[src/rtl/rxrd_pkg.sv]
package rxrd_pkg;
  localparam int WORD_W      = 32;
  localparam int CNT_W       = 12;
  localparam int ALIGN_W     = 2;
  localparam int PAD_W       = 3;
  localparam int ALIGN_LSB   = 30;
  localparam int CNT_LSB     = 16;
  localparam int DISCARD_BIT = 15;

  typedef enum logic [ALIGN_W-1:0] {
    ALIGN_4B   = 2'b00,
    ALIGN_16B  = 2'b01,
    ALIGN_32B  = 2'b10,
    ALIGN_RSVD = 2'b11
  } alignSel_e;

  typedef struct packed {
    logic popData;
    logic popStat;
    logic flush;
    logic filler;
  } rdStrobe_t;

  function automatic logic [PAD_W:0] alignWords(alignSel_e sel);
    case (sel)
      ALIGN_16B: return (PAD_W+1)'(4);
      ALIGN_32B: return (PAD_W+1)'(8);
      default:   return (PAD_W+1)'(1);
    endcase
  endfunction

  function automatic logic [PAD_W-1:0] padNeeded(alignSel_e sel, logic [PAD_W-1:0] totalMod);
    logic [PAD_W:0]   span;
    logic [PAD_W-1:0] mask;
    span = alignWords(sel);
    mask = span[PAD_W-1:0] - 1'b1;
    return (~totalMod + 1'b1) & mask;
  endfunction
endpackage

[src/rtl/rxrd_fifo.sv]
module rxrd_fifo #(
  parameter int WIDTH = 32,
  parameter int DEPTH = 16,
  localparam int AW   = $clog2(DEPTH),
  localparam int LW   = AW + 1
) (
  input  logic             clk,
  input  logic             rstN,
  input  logic             flush,
  input  logic             push,
  input  logic [WIDTH-1:0] pushData,
  input  logic             pop,
  output logic [WIDTH-1:0] headData,
  output logic [LW-1:0]    level,
  output logic             empty,
  output logic             full
);
  logic [WIDTH-1:0] mem [DEPTH];
  logic [AW:0] wrPtr, rdPtr;
  logic doPush, doPop;

  assign level    = wrPtr - rdPtr;
  assign empty    = (level == '0);
  assign full     = (level == LW'(DEPTH));
  assign doPush   = push & ~full & ~flush;
  assign doPop    = pop & ~empty & ~flush;
  assign headData = mem[rdPtr[AW-1:0]];

  always_ff @(posedge clk) begin
    if (!rstN || flush) begin
      wrPtr <= '0;
      rdPtr <= '0;
    end else begin
      if (doPush) wrPtr <= wrPtr + 1'b1;
      if (doPop)  rdPtr <= rdPtr + 1'b1;
    end
  end

  always_ff @(posedge clk) begin
    if (doPush) mem[wrPtr[AW-1:0]] <= pushData;
  end

  AST_NO_OVERFLOW: assert property (@(posedge clk) disable iff (!rstN)
    level <= LW'(DEPTH));
  AST_FULL_PUSH_HELD: assert property (@(posedge clk) disable iff (!rstN)
    (full && !pop && !flush) |=> level == LW'(DEPTH));
endmodule

[src/rtl/rxrd_datapath.sv]
module rxrd_datapath
  import rxrd_pkg::*;
#(
  parameter int DATA_DEPTH        = 16,
  parameter int STAT_DEPTH        = 8,
  parameter logic [WORD_W-1:0] FILL_WORD = '0,
  localparam int DLW = $clog2(DATA_DEPTH) + 1,
  localparam int SLW = $clog2(STAT_DEPTH) + 1
) (
  input  logic              clk,
  input  logic              rstN,
  input  rdStrobe_t         str,
  input  logic              pushValid,
  input  logic [WORD_W-1:0] pushData,
  input  logic              pushLast,
  input  logic              statPushValid,
  input  logic [WORD_W-1:0] statPushData,
  output logic [WORD_W-1:0] rdData,
  output logic              headLast,
  output logic              dataEmpty,
  output logic [DLW-1:0]    dataLevel,
  output logic [WORD_W-1:0] statData,
  output logic [SLW-1:0]    statLevel
);
  logic [WORD_W:0] dataHead;
  logic unusedFull0, unusedFull1, unusedStatEmpty;

  rxrd_fifo #(.WIDTH(WORD_W + 1), .DEPTH(DATA_DEPTH)) dataQ_i (
    .clk(clk), .rstN(rstN), .flush(str.flush),
    .push(pushValid), .pushData({pushLast, pushData}),
    .pop(str.popData), .headData(dataHead),
    .level(dataLevel), .empty(dataEmpty), .full(unusedFull0)
  );

  rxrd_fifo #(.WIDTH(WORD_W), .DEPTH(STAT_DEPTH)) statQ_i (
    .clk(clk), .rstN(rstN), .flush(str.flush),
    .push(statPushValid), .pushData(statPushData),
    .pop(str.popStat), .headData(statData),
    .level(statLevel), .empty(unusedStatEmpty), .full(unusedFull1)
  );

  assign headLast = dataHead[WORD_W];
  assign rdData   = str.filler ? FILL_WORD : dataHead[WORD_W-1:0];

  AST_FLUSH_EMPTIES: assert property (@(posedge clk) disable iff (!rstN)
    str.flush |=> (dataLevel == '0) && (statLevel == '0));
endmodule

[src/rtl/rxrd_ctrl.sv]
module rxrd_ctrl
  import rxrd_pkg::*;
(
  input  logic              clk,
  input  logic              rstN,
  input  logic              cfgWrEn,
  input  logic [WORD_W-1:0] cfgWrData,
  input  logic              rdEn,
  input  logic              statPop,
  input  logic              irqAck,
  input  logic              headLast,
  input  logic              dataEmpty,
  output rdStrobe_t         str,
  output logic [WORD_W-1:0] cfgRdData,
  output logic              dmaIrq,
  output logic              readAvail
);
  alignSel_e        cfgAlign, lockedAlign, effAlign, wrAlign;
  logic [CNT_W-1:0] dmaCnt;
  logic             inPkt, padActive;
  logic [PAD_W-1:0] pktWords, padRemain, padCalc;
  logic             flush, popReal, padStep;
  logic             unusedCfgBits;

  assign unusedCfgBits = ^{cfgWrData[ALIGN_LSB-1:CNT_LSB+CNT_W], cfgWrData[DISCARD_BIT-1:0]};

  assign wrAlign  = alignSel_e'(cfgWrData[ALIGN_LSB +: ALIGN_W]);
  assign flush    = cfgWrEn & cfgWrData[DISCARD_BIT];
  assign popReal  = rdEn & ~padActive & ~dataEmpty & ~flush;
  assign padStep  = rdEn & padActive & ~flush;
  assign effAlign = inPkt ? lockedAlign : cfgAlign;
  assign padCalc  = padNeeded(effAlign, pktWords + 1'b1);

  assign str.popData = popReal;
  assign str.popStat = statPop & ~flush;
  assign str.flush   = flush;
  assign str.filler  = padActive;
  assign readAvail   = padActive | ~dataEmpty;

  always_comb begin
    cfgRdData = '0;
    cfgRdData[ALIGN_LSB +: ALIGN_W] = cfgAlign;
    cfgRdData[CNT_LSB +: CNT_W]     = dmaCnt;
  end

  // configuration fields and countdown
  always_ff @(posedge clk) begin
    if (!rstN) begin
      cfgAlign <= ALIGN_4B;
      dmaCnt   <= '0;
    end else if (cfgWrEn) begin
      cfgAlign <= wrAlign;
      dmaCnt   <= cfgWrData[CNT_LSB +: CNT_W];
    end else if (popReal && dmaCnt != '0) begin
      dmaCnt <= dmaCnt - 1'b1;
    end
  end

  always_ff @(posedge clk) begin
    if (!rstN) begin
      dmaIrq <= 1'b0;
    end else if (popReal && !cfgWrEn && dmaCnt == CNT_W'(1)) begin
      dmaIrq <= 1'b1;
    end else if (irqAck) begin
      dmaIrq <= 1'b0;
    end
  end

  // packet progress and tail padding
  always_ff @(posedge clk) begin
    if (!rstN) begin
      inPkt       <= 1'b0;
      pktWords    <= '0;
      padRemain   <= '0;
      padActive   <= 1'b0;
      lockedAlign <= ALIGN_4B;
    end else if (flush) begin
      inPkt     <= 1'b0;
      pktWords  <= '0;
      padRemain <= '0;
      padActive <= 1'b0;
    end else if (popReal) begin
      if (!inPkt) lockedAlign <= cfgAlign;
      if (headLast) begin
        inPkt     <= 1'b0;
        pktWords  <= '0;
        padRemain <= padCalc;
        padActive <= (padCalc != '0);
      end else begin
        inPkt    <= 1'b1;
        pktWords <= pktWords + 1'b1;
      end
    end else if (padStep) begin
      padRemain <= padRemain - 1'b1;
      if (padRemain == PAD_W'(1)) padActive <= 1'b0;
    end
  end

  AST_IRQ_AT_ZERO: assert property (@(posedge clk) disable iff (!rstN)
    $rose(dmaIrq) |-> dmaCnt == '0);
  AST_IRQ_STICKY: assert property (@(posedge clk) disable iff (!rstN)
    (dmaIrq && !irqAck) |=> dmaIrq);
  AST_CNT_STEP: assert property (@(posedge clk) disable iff (!rstN)
    (rdEn && !padActive && !dataEmpty && !cfgWrEn && dmaCnt != '0)
      |=> dmaCnt == $past(dmaCnt) - CNT_W'(1));
  AST_FILLER_KEEPS_CNT: assert property (@(posedge clk) disable iff (!rstN)
    (padActive && rdEn && !cfgWrEn) |=> $stable(dmaCnt));
  AST_PAD_LIMIT: assert property (@(posedge clk) disable iff (!rstN)
    padActive |-> ({1'b0, padRemain} < alignWords(lockedAlign))
                  || ({1'b0, padRemain} < alignWords(cfgAlign)));
endmodule

[src/rtl/rxrd_port_ctrl.sv]
module rxrd_port_ctrl
  import rxrd_pkg::*;
#(
  parameter int DATA_DEPTH = 16,
  parameter int STAT_DEPTH = 8,
  parameter logic [31:0] FILL_WORD = 32'h0000_0000,
  localparam int DLW = $clog2(DATA_DEPTH) + 1,
  localparam int SLW = $clog2(STAT_DEPTH) + 1
) (
  input  logic           clk,
  input  logic           rstN,
  input  logic           pushValid,
  input  logic [31:0]    pushData,
  input  logic           pushLast,
  input  logic           statPushValid,
  input  logic [31:0]    statPushData,
  input  logic           statPop,
  output logic [31:0]    statData,
  output logic [SLW-1:0] statLevel,
  input  logic           cfgWrEn,
  input  logic [31:0]    cfgWrData,
  output logic [31:0]    cfgRdData,
  input  logic           rdEn,
  output logic [31:0]    rdData,
  output logic           readAvail,
  output logic           fillerActive,
  output logic [DLW-1:0] dataLevel,
  output logic           dmaIrq,
  input  logic           irqAck
);
  rdStrobe_t str;
  logic headLast, dataEmpty;

  rxrd_ctrl ctrl_i (
    .clk(clk), .rstN(rstN), .cfgWrEn(cfgWrEn), .cfgWrData(cfgWrData),
    .rdEn(rdEn), .statPop(statPop), .irqAck(irqAck),
    .headLast(headLast), .dataEmpty(dataEmpty), .str(str),
    .cfgRdData(cfgRdData), .dmaIrq(dmaIrq), .readAvail(readAvail)
  );

  rxrd_datapath #(.DATA_DEPTH(DATA_DEPTH), .STAT_DEPTH(STAT_DEPTH), .FILL_WORD(FILL_WORD)) dp_i (
    .clk(clk), .rstN(rstN), .str(str),
    .pushValid(pushValid), .pushData(pushData), .pushLast(pushLast),
    .statPushValid(statPushValid), .statPushData(statPushData),
    .rdData(rdData), .headLast(headLast), .dataEmpty(dataEmpty),
    .dataLevel(dataLevel), .statData(statData), .statLevel(statLevel)
  );

  assign fillerActive = str.filler;
endmodule

[config.mk]
export PLATFORM = sky130hd
export DESIGN_NAME = rxrd_port_ctrl
export DESIGN_NICKNAME = d
export VERILOG_FILES = /design/src/rtl/rxrd_pkg.sv /design/src/rtl/rxrd_fifo.sv /design/src/rtl/rxrd_datapath.sv /design/src/rtl/rxrd_ctrl.sv /design/src/rtl/rxrd_port_ctrl.sv
export SDC_FILE = /design/constraint.sdc
export NUM_CORES = 1
export LEC_CHECK = 0
export ABC_CLOCK_PERIOD_IN_PS = 8460
export CAP_MARGIN = 20
export CORE_ASPECT_RATIO = 0.7
export CORE_UTILIZATION = 40
export DETAILED_ROUTE_END_ITERATION = 7
export DONT_BUFFER_PORTS = 1
export GPL_ROUTABILITY_DRIVEN = 0
export RECOVER_POWER = 100
export SLEW_MARGIN = 40
export SYNTH_ARGS = -nofsm -noshare
export SYNTH_HDL_FRONTEND = slang
export SYNTH_SLANG_ARGS = --single-unit
[constraint.sdc]
create_clock -name clk -period 8.46 [get_ports clk]
set_input_delay 0.846 -clock clk [delete_from_list [all_inputs] [get_ports clk]]
set_output_delay 0.846 -clock clk [all_outputs]
set_load 0.02 [all_outputs]
==> run_results.csv <==
group,metric,value,unit
sta,hold_violations,0,
floorplanning,fp.dieArea,82510,um2
floorplanning,num_rows,87,
route,viasPerCell,5.461,
floorplanning,io_pins,213,
floorplanning,die_w,342.9,um
route,wl_per_cell,25.50,um
clock_tree,cts_resized,0,
critical_path,crit_fanout,25,
final_layout,nFillCells,6692,
global_routing,busiest_layer,"met2",
final_layout,mostFrequentLayoutCell,"edfxtp_1",
sta,fin_setup_tns,0,ns
final_layout,layout_common_cells,"edfxtp_1, mux4_2, clkbuf_16",
final_layout,area_growth,12.03,%
clock_tree,clk_pin_slew_worst_paths,0.07,ns
place,place_inst,2528,
final_layout,drive_gt1_share,23.40,%
critical_path,timing_worst_setup_path_type,"register to register",
sta,drv_slew,540,
global_routing,grt_overflow,0,
critical_path,slowest_stage,"clkbuf_1",
synth,synth_seq_cells,834,
sta,timing.final.ws_setup,2.313,ns
global_routing,grtUsageTotal,16.62,%
synth,synth_compound_area_share,1.092,%
place,place_ws,4.190,ns
synth,synth-edff-count,784,
final_layout,regArea,24550,um2
clock_tree,clock_latency,0.65,ns
synth,yosys.area_share.simple,2.884,%
synth,synth_top_family_by_area,"multiplexers",
critical_path,crit_path_start_kind,"register",
critical_path,cp.arrival,6.36,ns
synth,postSynthAreaPerCell,21.84,um2
power,peakVddDrop,0.1495,mV
clock_tree,cts_buffers,80,
route,vias,14610,
critical_path,critPathRequiredTime,8.67,ns
critical_path,endpoint_kind,"register",
hold_path,hold_path_depth,0,
final_layout,multi_input_area,7518,um2
sta,finalSetupViolations,0,
floorplanning,core_area,80550,um2
route,ant_nets,0,
sta,max_freq,0.1627,GHz
place,hpwl,37.34,mm
power,pwr_density_cell,267.9,nW/um2
place,io_buffers,0,
clock_tree,ctsHoldBuffers,0,
job,max-cap-violations,21,
hold_path,hp-class,"primary input to register",
floorplanning,dieHeight,240.6,um
route,dr.pass1.iters,5,
sta,fin_crit_sh,72.66,%
route,drt-initial-drc-count,1364,
final_layout,final_cell_count_no_fill,2675,
synth,syn_inst,1490,
synth,yosysTopAreaCell,"edfxtp_1",
synth,synth.area.mux_share,17.21,%
route,wl,68.22,mm
clock_tree,cts.sinks,834,
synth,yosysWarnings,0,
clock_tree,clock-root-buffer,"clkbuf_16",
clock_tree,cts_buffer_depth,3,
clock_tree,cts_tree,"built",
power,p_leak,11.03,nW
sta,finClkSkew,0.02702,ns
critical_path,r2r_cells,10,
sta,rsz0062_at_grt,"no",
final_layout,fin_nets,1670,
global_routing,grt_pass1_vias,14850,
outcome,violations,"capacitance limit, slew limit",
global_routing,antenna_found_initial,0,
critical_path,cp_top_family,"buffers and inverters",
final_layout,fin_area,36450,um2
outcome,outcome,"finished, violations left",
global_routing,met1_usage,24.31,%
sta,worst_slew_pin_slew,2.975,ns
synth,synthAdderAreaFrac,0.8921,%
global_routing,grt_max_degree,75,
final_layout,diodes,0,
global_routing,grt_use_met2,25.31,%
synth,synth_area,32540,um2
critical_path,critPathMaxStageDelay,1.81,ns
global_routing,grt_use_met3,3.387,%
synth,ys_types,57,
synth,synthTopCellsByArea,"edfxtp_1, mux4_2, dfxtp_1, mux2_2, ha_1",
sta,period_minus_slack,6.147,ns
floorplanning,initial_core_util,40.39,%
synth,async_flop_share,0,%
critical_path,cp_cell_sequence,"inv_1 > ha_1 > fa_1 > xnor2_1 > a211oi_1 > or2_1 > a21oi_1 > nand2_1 > nor2_1 > clkbuf_1",
critical_path,cp.buffers_inverters,2,
clock_tree,post_cts_buffers,0,
global_routing,grt_pass1_wl,99.99,mm
synth,yosysSeqAreaShare,75.43,%
critical_path,cp.depth,10,
sta,worst_hold_slack,0.2905,ns
synth,synth_top_area_share,72.36,%
synth,synth_flop_cell,"edfxtp_1",
route,drc,0,
sta,slew_headroom,-98.35,%
place,postPlaceCellArea,34020,um2
synth,synthXorXnorAreaFrac,0.8306,%
clock_tree,htree_levels,3,
==> Yosys cell counts (21+ instances only) <==
cell type,number
edfxtp_1,784
mux4_2,229
dfxtp_1,50
nor2_1,49
clkbuf_1,41
nor2b_1,37
mux2_2,33
buf_4,30
a21oi_1,22
nand2_1,21
==> path summary, 6_finish.rpt <==
check	slack, ns	from	to
setup reg to reg	2.31	dp_i.dataQ_i.wrPtr[0]	dp_i.dataQ_i.mem[13][29]
hold / removal	0.29	pushData[2]	dp_i.dataQ_i.mem[10][2]
hold reg to reg	0.49	ctrl_i.padRemain[1]	ctrl_i.padRemain[1]
setup / recovery	2.31	dp_i.dataQ_i.wrPtr[0]	dp_i.dataQ_i.mem[13][29]
==> worst register-to-register path, stage by stage, from the launching register on <==
cell,delay [ns]
dfxtp_1,0.41
inv_1,0.11
ha_1,0.23
fa_1,0.40
xnor2_1,0.77
a211oi_1,0.13
or2_1,0.27
a21oi_1,0.54
nand2_1,0.25
nor2_1,0.77
clkbuf_1,1.81
==> cells by family (layout without fill, tap and decap cells) <==
family          count (synthesis)  count (layout)
mux                           269             269
other cells                     1              18
flops                         834             834
buf+inv                       107             207
simple gates                  168             168
compound gates                 59              59
xor+xnor                       30              30
fa+ha+maj                      22              22
==> routing by layer <==
metal	wire, um	part of all wire (%)	up-vias
met5	0	0	-
met4	1496	2.2	0
met3	3824	5.6	93
met2	32010	47	377
met1	30890	45	7912
li1	-	-	6226
==> power by group <==
| group | internal, mW | leakage (nW) | switching (mW) |
|---|---|---|---|
| sequential | 4.63 | 7.49 | 0.117 |
| clock | 2.11 | 1.30 | 1.57 |
| combinational | 0.616 | 2.24 | 0.731 |
| total | 7.35 | 11.0 | 2.42 |
==> registers in the layout (all words and copies together) (netlist names), named ones only <==
signal / cells
ctrl_i.cfgAlign: 2
ctrl_i.dmaCnt: 12
ctrl_i.dmaIrq: 1
ctrl_i.inPkt: 1
ctrl_i.lockedAlign: 2
ctrl_i.padActive: 1
ctrl_i.padRemain: 3
ctrl_i.pktWords: 3
dp_i.dataQ_i.mem: 528
dp_i.dataQ_i.rdPtr: 5
dp_i.dataQ_i.wrPtr: 5
dp_i.statQ_i.mem: 256
dp_i.statQ_i.rdPtr: 4
dp_i.statQ_i.wrPtr: 4
==> cell type report <==
type,instances,share of cell area (%)
tap,1068,3.666
clock buffer,95,5.646
timing repair buffer,41,0.7105
multi-input combinational,566,20.63
inverter,20,0.2059
sequential,834,67.35
clock inverter,51,1.795
==> through the flow <==
| step | util, % | power (mW) |
|---|---|---|
| 6_report | 45.25 | 9.766 |
| 3_3_place_gp | 42.14 | 6.216 |
| 3_5_place_dp | 42.23 | 6.239 |
| 2_1_floorplan | - | 5.951 |
| 5_1_grt | 45.25 | 10.14 |
| 4_1_cts | 45.60 | 9.915 |
Power figures use the tool's default switching activity.
